`config.mk`:
```
export PLATFORM = sky130hd
export DESIGN_NAME = uart_irq_mux
export DESIGN_NICKNAME = d
export VERILOG_FILES = /design/src/rtl/uim_pkg.sv /design/src/rtl/uim_decode.sv /design/src/rtl/uim_irq_core.sv /design/src/rtl/uart_irq_mux.sv
export SDC_FILE = /design/constraint.sdc
export NUM_CORES = 1
export LEC_CHECK = 0
export ABC_CLOCK_PERIOD_IN_PS = 1500
export BUFFER_PORTS_ARGS = -buffer_cell sky130_fd_sc_hd__buf_2
export CAP_MARGIN = 20
export CORE_MARGIN = 5
export CORE_UTILIZATION = 36
export DETAILED_ROUTE_END_ITERATION = 10
export PLACE_DENSITY = 0.77
export SLEW_MARGIN = 20
export SYNTH_ARGS = -nofsm -noshare
export SYNTH_HDL_FRONTEND = slang
export SYNTH_HIERARCHICAL = 1
export SYNTH_SLANG_ARGS = --single-unit
```
`constraint.sdc`:
```
create_clock -name clk -period 1.5 [get_ports clk]
set_input_delay 0.075 -clock clk [delete_from_list [all_inputs] [get_ports clk]]
set_output_delay 0.075 -clock clk [all_outputs]
set_load 0.02 [all_outputs]
```
`src/rtl/uim_pkg.sv`:
```
package uim_pkg;
    localparam int          OFF_W       = 3;
    localparam int          BYTE_W      = 8;
    localparam logic [2:0]  MUX_REG_OFF = 3'd7;
    typedef logic [BYTE_W-1:0] byte_t;
endpackage

```
`src/rtl/uim_decode.sv`:
```
module uim_decode
    import uim_pkg::*;
#(
    parameter int NUM_CH = 4,
    localparam int CH_W   = $clog2(NUM_CH),
    localparam int ADDR_W = CH_W + OFF_W
) (
    input  logic              clk,
    input  logic              rst_n,
    input  logic              bus_sel,
    input  logic [ADDR_W-1:0] bus_addr,
    output logic [NUM_CH-1:0] uart_cs,
    output logic [OFF_W-1:0]  uart_off,
    output logic              mux_hit
);
    logic [CH_W-1:0] chan;

    assign chan     = bus_addr[ADDR_W-1:OFF_W];
    assign uart_off = bus_addr[OFF_W-1:0];
    assign mux_hit  = bus_sel && (chan == '0) && (uart_off == MUX_REG_OFF);

    for (genvar k = 0; k < NUM_CH; k++) begin : g_cs
        assign uart_cs[k] = bus_sel && (chan == CH_W'(k)) && !mux_hit;
    end

    assert_cs_onehot_R1: assert property (@(posedge clk) disable iff (!rst_n)
        $onehot0(uart_cs));
    assert_cs_idle_R1: assert property (@(posedge clk) disable iff (!rst_n)
        !bus_sel |-> (uart_cs == '0));
    assert_lead_slot_R3: assert property (@(posedge clk) disable iff (!rst_n)
        (bus_sel && bus_addr == ADDR_W'(7)) |-> (uart_cs == '0));
    assert_off_pass_R2: assert property (@(posedge clk) disable iff (!rst_n)
        uart_off == bus_addr[2:0]);
endmodule

```
`src/rtl/uim_irq_core.sv`:
```
module uim_irq_core
    import uim_pkg::*;
#(
    parameter int NUM_CH = 4
) (
    input  logic              clk,
    input  logic              rst_n,
    input  logic              en_wr,
    input  byte_t             wdata,
    input  logic [NUM_CH-1:0] uart_irq,
    output logic [NUM_CH-1:0] pend_now,
    output logic              host_irq
);
    typedef struct packed {
        logic [NUM_CH-1:0] en;
        logic [NUM_CH-1:0] pend;
        logic              irq;
    } core_st_t;

    core_st_t st_d, st_q;
    logic [NUM_CH-1:0] fresh;

    if (NUM_CH < BYTE_W) begin : g_spare
        logic unused_wdata_hi;
        assign unused_wdata_hi = ^wdata[BYTE_W-1:NUM_CH];
    end

    always_comb begin
        st_d     = st_q;
        pend_now = uart_irq & st_q.en;
        fresh    = pend_now & ~st_q.pend;
        if (en_wr) begin
            st_d.en = wdata[NUM_CH-1:0];
        end
        st_d.pend = pend_now;
        st_d.irq  = (|pend_now) && !(st_q.irq && (|fresh));
    end

    always_ff @(posedge clk) begin
        if (!rst_n) begin
            st_q.en   <= st_d.en;
            st_q.pend <= '0;
            st_q.irq  <= 1'b0;
        end else begin
            st_q <= st_d;
        end
    end

    assign host_irq = st_q.irq;

    assert_mask_load_R4: assert property (@(posedge clk) disable iff (!rst_n)
        $past(en_wr) |-> (st_q.en == $past(wdata[NUM_CH-1:0])));
    assert_irq_cause_R8: assert property (@(posedge clk) disable iff (!rst_n)
        host_irq |-> $past(|pend_now));
    assert_irq_rise_R8: assert property (@(posedge clk) disable iff (!rst_n)
        (!host_irq && (|pend_now)) |=> host_irq);
    assert_retrig_dip_R9: assert property (@(posedge clk) disable iff (!rst_n)
        (host_irq && (|fresh)) |=> !host_irq);
    assert_reset_low_R10: assert property (@(posedge clk) disable iff (!rst_n)
        $rose(rst_n) |-> !host_irq);
endmodule

```
`src/rtl/uart_irq_mux.sv`:
```
module uart_irq_mux
    import uim_pkg::*;
#(
    parameter int NUM_CH = 4,
    localparam int ADDR_W = $clog2(NUM_CH) + OFF_W
) (
    input  logic              clk,
    input  logic              rst_n,
    input  logic              bus_sel,
    input  logic              bus_wr,
    input  logic [ADDR_W-1:0] bus_addr,
    input  logic [7:0]        bus_wdata,
    output logic [7:0]        bus_rdata,
    output logic [NUM_CH-1:0] uart_cs,
    output logic [2:0]        uart_off,
    input  logic [7:0]        uart_rdata,
    input  logic [NUM_CH-1:0] uart_irq,
    output logic              host_irq
);
    logic              mux_hit;
    logic [NUM_CH-1:0] pend_now;
    byte_t             status_byte;

    initial begin
        assert_ch_count_R11: assert (NUM_CH == 4 || NUM_CH == 8);
    end

    uim_decode #(.NUM_CH(NUM_CH)) u_decode (
        .clk      (clk),
        .rst_n    (rst_n),
        .bus_sel  (bus_sel),
        .bus_addr (bus_addr),
        .uart_cs  (uart_cs),
        .uart_off (uart_off),
        .mux_hit  (mux_hit)
    );

    uim_irq_core #(.NUM_CH(NUM_CH)) u_core (
        .clk      (clk),
        .rst_n    (rst_n),
        .en_wr    (mux_hit && bus_wr),
        .wdata    (bus_wdata),
        .uart_irq (uart_irq),
        .pend_now (pend_now),
        .host_irq (host_irq)
    );

    always_comb begin
        status_byte               = '1;
        status_byte[NUM_CH-1:0]   = pend_now;
        bus_rdata = mux_hit ? status_byte : uart_rdata;
    end

    assert_status_gated_R6: assert property (@(posedge clk) disable iff (!rst_n)
        (mux_hit && uart_irq == '0) |-> (bus_rdata[NUM_CH-1:0] == '0));
endmodule

```
==> Word level (Yosys, flattened, before mapping) <==
Cells that the tools add are included.
{ "op_classes": {"eq_ne": 4, "n_mux": 2, "n_bitwise": 3, "n_reduce_logical": 17} }
{ "op_table": {"columns": ["operator", "count"], "rows": [
  ["$logic_and A1 B1 Y1", 12],
  ["$and A4 B4 Y4", 2],
  ["$mux W8", 1],
  ["$reduce_or A4 Y1", 2],
  ["$eq A2 B2 Y1 const B", 2],
  ["$mux W4", 1],
  ["$not A4 Y4", 1],
  ["$eq A3 B3 Y1 const B", 1],
  ["$eq A2 B1 Y1 const B", 1],
  ["$logic_not A1 Y1", 2],
  ["$logic_not A2 Y1", 1]
]} }
{ "totals": {"reg_bits": 9, "inputBits": 29, "out_inout_bits": 16, "word_cells": 29} }

==> Logic depth before layout (Yosys ltp) <==
{ "logic_depth": {"ltp_word": 6, "depth_mapped": 4, "ltp_nobuf": 4} }

==> Cells and area by module <==
The synthesis kept the hierarchy.
{ "by_module_without_submodules": {"columns": ["module", "n_inst", "cells_per_inst", "area_per_inst_um2"], "rows": [
  ["uim_irq_core", 1, 28, 360.3],
  ["uart_irq_mux", 1, 10, 103.8],
  ["uim_decode", 1, 11, 68.8]
]} }

==> Worst setup path before layout <==
No wires, ideal clock.
{ "synth_timing": {"kind": "input to register", "from": "in bus_addr[4]", "to": "reg u_core/st_q[5] (netlist bit), enable pin", "setup_ns": 0.298, "t_arrival_ns": 0.900, "t_required_ns": 1.202, "slack_ns": 0.302, "stages": 4, "cell_sequence": "or3b_1 -> nor2_1 -> buf_6 -> and2_2"} }
{ "synth_between": {"elab_chain_cells": 5} }
{ "synth_rtl": {"columns": ["item", "line_no", "rtl"], "rows": [
  ["from (decl)", "uart_irq_mux.sv:11", "input logic [ADDR_W-1:0] bus_addr,"],
  ["$logic_not A2 Y1", "uim_decode.sv:20", "assign mux_hit = bus_sel && (chan == '0) && (uart_off == MUX_REG_OFF);"],
  ["$logic_and A1 B1 Y1 (2 in a row)", "uim_decode.sv:20", null],
  ["named net mux_hit", "uart_irq_mux.sv:20", "logic mux_hit;"],
  ["$logic_and A1 B1 Y1", "uart_irq_mux.sv:41", ".en_wr (mux_hit && bus_wr),"],
  ["$mux W4", "uim_irq_core.sv:32", "if (en_wr) begin"],
  ["to (signal assigned)", "uim_irq_core.sv:45", "st_q <= st_d;"],
  ["to (decl)", "uim_irq_core.sv:20", "core_st_t st_d, st_q;"]
]} }
The timed path passes the listed nets, and every way through them passes these cells.
A chain may end at the register's enable or synchronous reset.

==> Worst setup path after layout <==
{ "layout_timing": {"from": "in bus_addr[4]", "to": "out bus_rdata[0]"} }
{ "layout_between": {"elab_chain_cells": 4} }
{ "layout_rtl": {"columns": ["item", "line_no", "rtl"], "rows": [
  ["$logic_not A2 Y1", "uim_decode.sv:20", null],
  ["$logic_and A1 B1 Y1 (2 in a row)", "uim_decode.sv:20", null],
  ["named net mux_hit", "uart_irq_mux.sv:20", null],
  ["$mux W8", "uart_irq_mux.sv:51", "bus_rdata = mux_hit ? status_byte : uart_rdata;"],
  ["to (decl)", "uart_irq_mux.sv:13", "output logic [7:0] bus_rdata,"]
]} }
The timed path passes the listed nets, and every way through them passes these cells.

==> flow_summary.ini <==
[status]
status = complete, no violations

[min_path]
min_path_type = primary input to register
hold-path-endpoint = u_core/st_q[2]
hp-start = uart_irq[1]
min_path_cells = 2

[drt]
wl_met2_um = 664
viasPerCell = 4.632
routed_wl_mm = 1.244
routed-wl-met3_um = 114
m1WireLength_um = 465
first_iter_violations = 6
post_drt_wl_per_cell_um = 11.74
top_layer_used = met3
vias = 491
drc_errors = 0
dr.pass1.iters = 4
ant_nets = 0

[worst_setup_path]
critical-path-slowest-cell = or3b_1
r2r_cells = 3
max_stage_delay_ns = 0.39
crit_arrival_ns = 1.31
crit_required_ns = 1.42
path_cells = buf_2 > or3b_1 > nor2_1 > buf_4 > mux2_4 > buf_2
critPathLaunchType = primary input
crit_type = primary input to output port
reg2reg_to = u_core/host_irq
critical_path_buf_inv_count = 3
endpoint_kind = output port
crit_top_cell = buf_2
r2r_start = u_core/st_q[7]
cp_top_family = simple AND/OR/NAND/NOR gates
cp_max_fo = 5
ff2ff_setup_slack_ns = 0.38

[sta]
worstMarginPinSlew_ns = 0.2698
period_needed_ns = 1.382
slew-limit-headroom = 0.8182
min_period_over_period = 0.9213
grt_setup_unrepaired = no
fmax_mhz = 723.6
hold_viol = 0
setup_viol = 0
final.setup.tns_ns = 0
fin_worst_skew_ns = 0.002738
drv_slew = 0

[logic_synthesis]
synthCells = 49
syn_area_per_cell_um2 = 10.88
synth_seq_cells = 9
synthArstFlopShare = 0
seq_area_frac_synth = 0.4131
ys.flop_type = dfxtp_1
yosysWarnings = 6
syn_area_um2 = 533.0
synth_edf_count = 4
yosysUniqueCellTypes = 22
synth_nets = 78

[grt]
grt_max_degree = 10
grt_use_total = 0.1045
grt_first_pass_wirelength_mm = 1.994
antenna_found_initial = 0
grt_pass1_vias = 469
overflow = 0

[power_and_ir_drop]
pwr-share-seq = 0.463
p_int_uw = 430.0
p_sw_uw = 140.3
sw_frac_of_total = 0.2460
clkPwrFrac = 0.310
powerDensity_nw_per_um2 = 741.2
p_leak_uw = 0.0004094
combPwrFrac = 0.227
peakVddDrop_mv = 0.5692

[floorplan]
die_w_um = 48.48
design.die.area_um2 = 2350
start_util = 0.3948
core_um2 = 1350
ioPinCount = 45
die_y_um = 48.48
rows = 13

[cells_and_area]
drive_gt1_frac = 0.5934
final_net_count = 121
diodes = 0
postLayoutCellArea_um2 = 769.5
area_growth_pct = 44.37

[clocking]
cts-resized-gates = 0
cts.clk_slew.worst_paths_ns = 0.06
clock-root-buffer = clkbuf_4
cts_tree = done
cts.sinks = 9
htreeDepth = 1
cts.path.max_buffers = 2
clk_latency_ns = 0.25
cts_made_buffers = 3

[placed_design]
place.gp.congestion = 0.7257
port_buffers = 40
dpl-instance-area_um2 = 695.7

[job]
maxCapViolCount = 0
==> flip-flops by register name, summed over array words and instances, names as in the netlist <==
name / count
u_core/host_irq: 1
u_core/st_q: 8
==> placed cells by master (no fill, tap or decap), types with 2 or more instances in the layout <==
master | Yosys | final
buf_2 | 0 | 40
nand3b_1 | 3 | 3
or2_1 | 4 | 4
nor2_1 | 2 | 2
mux2_4 | 4 | 4
clkbuf_4 | 0 | 3
buf_4 | 7 | 2
and2_4 | 2 | 2
nand2_1 | 2 | 2
edfxtp_1 | 4 | 4
dlygate4sd3_1 | 0 | 4
dfxtp_1 | 5 | 5
and3_1 | 4 | 4
==> stage by stage <==
stage	cells	power [µW]	utilization	hold WS [ns]	setup WS [ns]
after floorplan	49	341.5	-	0.1739	0.3020
after global placement	97	387.7	0.5153	0.2524	0.1038
after detailed placement	97	391.2	0.5153	0.2531	0.08441
after CTS	104	579.1	0.5570	0.001938	0.08333
after global routing	106	610.2	0.5700	0.06679	0.02829
final	106	570.3	0.5700	0.06862	0.1181
==> synth_stat cells (2+ instances only) <==
cell | number | area (µm²)
buf_4 | 7 | 52.55
dfxtp_1 | 5 | 100.1
and3_1 | 4 | 25.02
edfxtp_1 | 4 | 120.1
mux2_4 | 4 | 60.06
or2_1 | 4 | 25.02
nand3b_1 | 3 | 22.52
and2_4 | 2 | 17.52
nand2_1 | 2 | 7.510
nor2_1 | 2 | 7.510
==> power groups by stage <==
| stage | registers [µW] | logic, µW | clock network (µW) |
|---|---|---|---|
| after floorplan | 271 | 70.7 | 0 |
| after global placement | 269 | 119 | 0 |
| after detailed placement | 269 | 122 | 0 |
| after CTS | 264 | 129 | 187 |
| after global routing | 264 | 140 | 206 |
| final | 264 | 130 | 177 |
==> logic make-up (layout without fill, tap and decap cells) <==
family                 after synthesis  in the layout  share of synthesized area
multiplexers                         4              4                     0.1127
AND/OR/NAND/NOR                     24             24                     0.2911
flip-flops                           9              9                     0.4132
AO/OA/AOI/OAI                        3              3                    0.05634
buffers and inverters                9             51                     0.1268
==> per-layer routing <==
metal / up-vias / global-route usage
met5: - / 0
met4: 0 / 0.01345
met3: 0 / 0.05505
met2: 20 / 0.1891
met1: 223 / 0.1082
li1: 248 / -
==> final cells by class <==
type | count | area (µm²)
Fill cell | 127 | 580.6
Timing Repair Buffer | 46 | 255.2
Multi-Input combinational cell | 31 | 245.2
Sequential cell | 9 | 220.2
Clock buffer | 4 | 26.28
Tap cell | 15 | 18.77
Inverter | 1 | 3.754
==> worst max path at each step <==
stage	cells after the start	to	startpoint	slack, ns
6_report	6	bus_rdata[0]	bus_addr[4]	0.12
2_1_floorplan	4	u_core/st_q[5]	bus_addr[4]	0.30
3_5_place_dp	6	bus_rdata[0]	bus_addr[4]	0.08
4_1_cts	6	bus_rdata[0]	bus_addr[4]	0.08
5_1_grt	6	bus_rdata[0]	bus_addr[4]	0.03
3_3_place_gp	6	bus_rdata[0]	bus_addr[4]	0.10
==> timing repair <==
action | 4_1_cts | 5_1_grt
hold buffers | 3 | 1
endpoints found under the hold margin | 3 | 1
setup endpoints to repair | 0 | 1
buffers inserted | 0 | 1
Power figures use the tool's default switching activity.
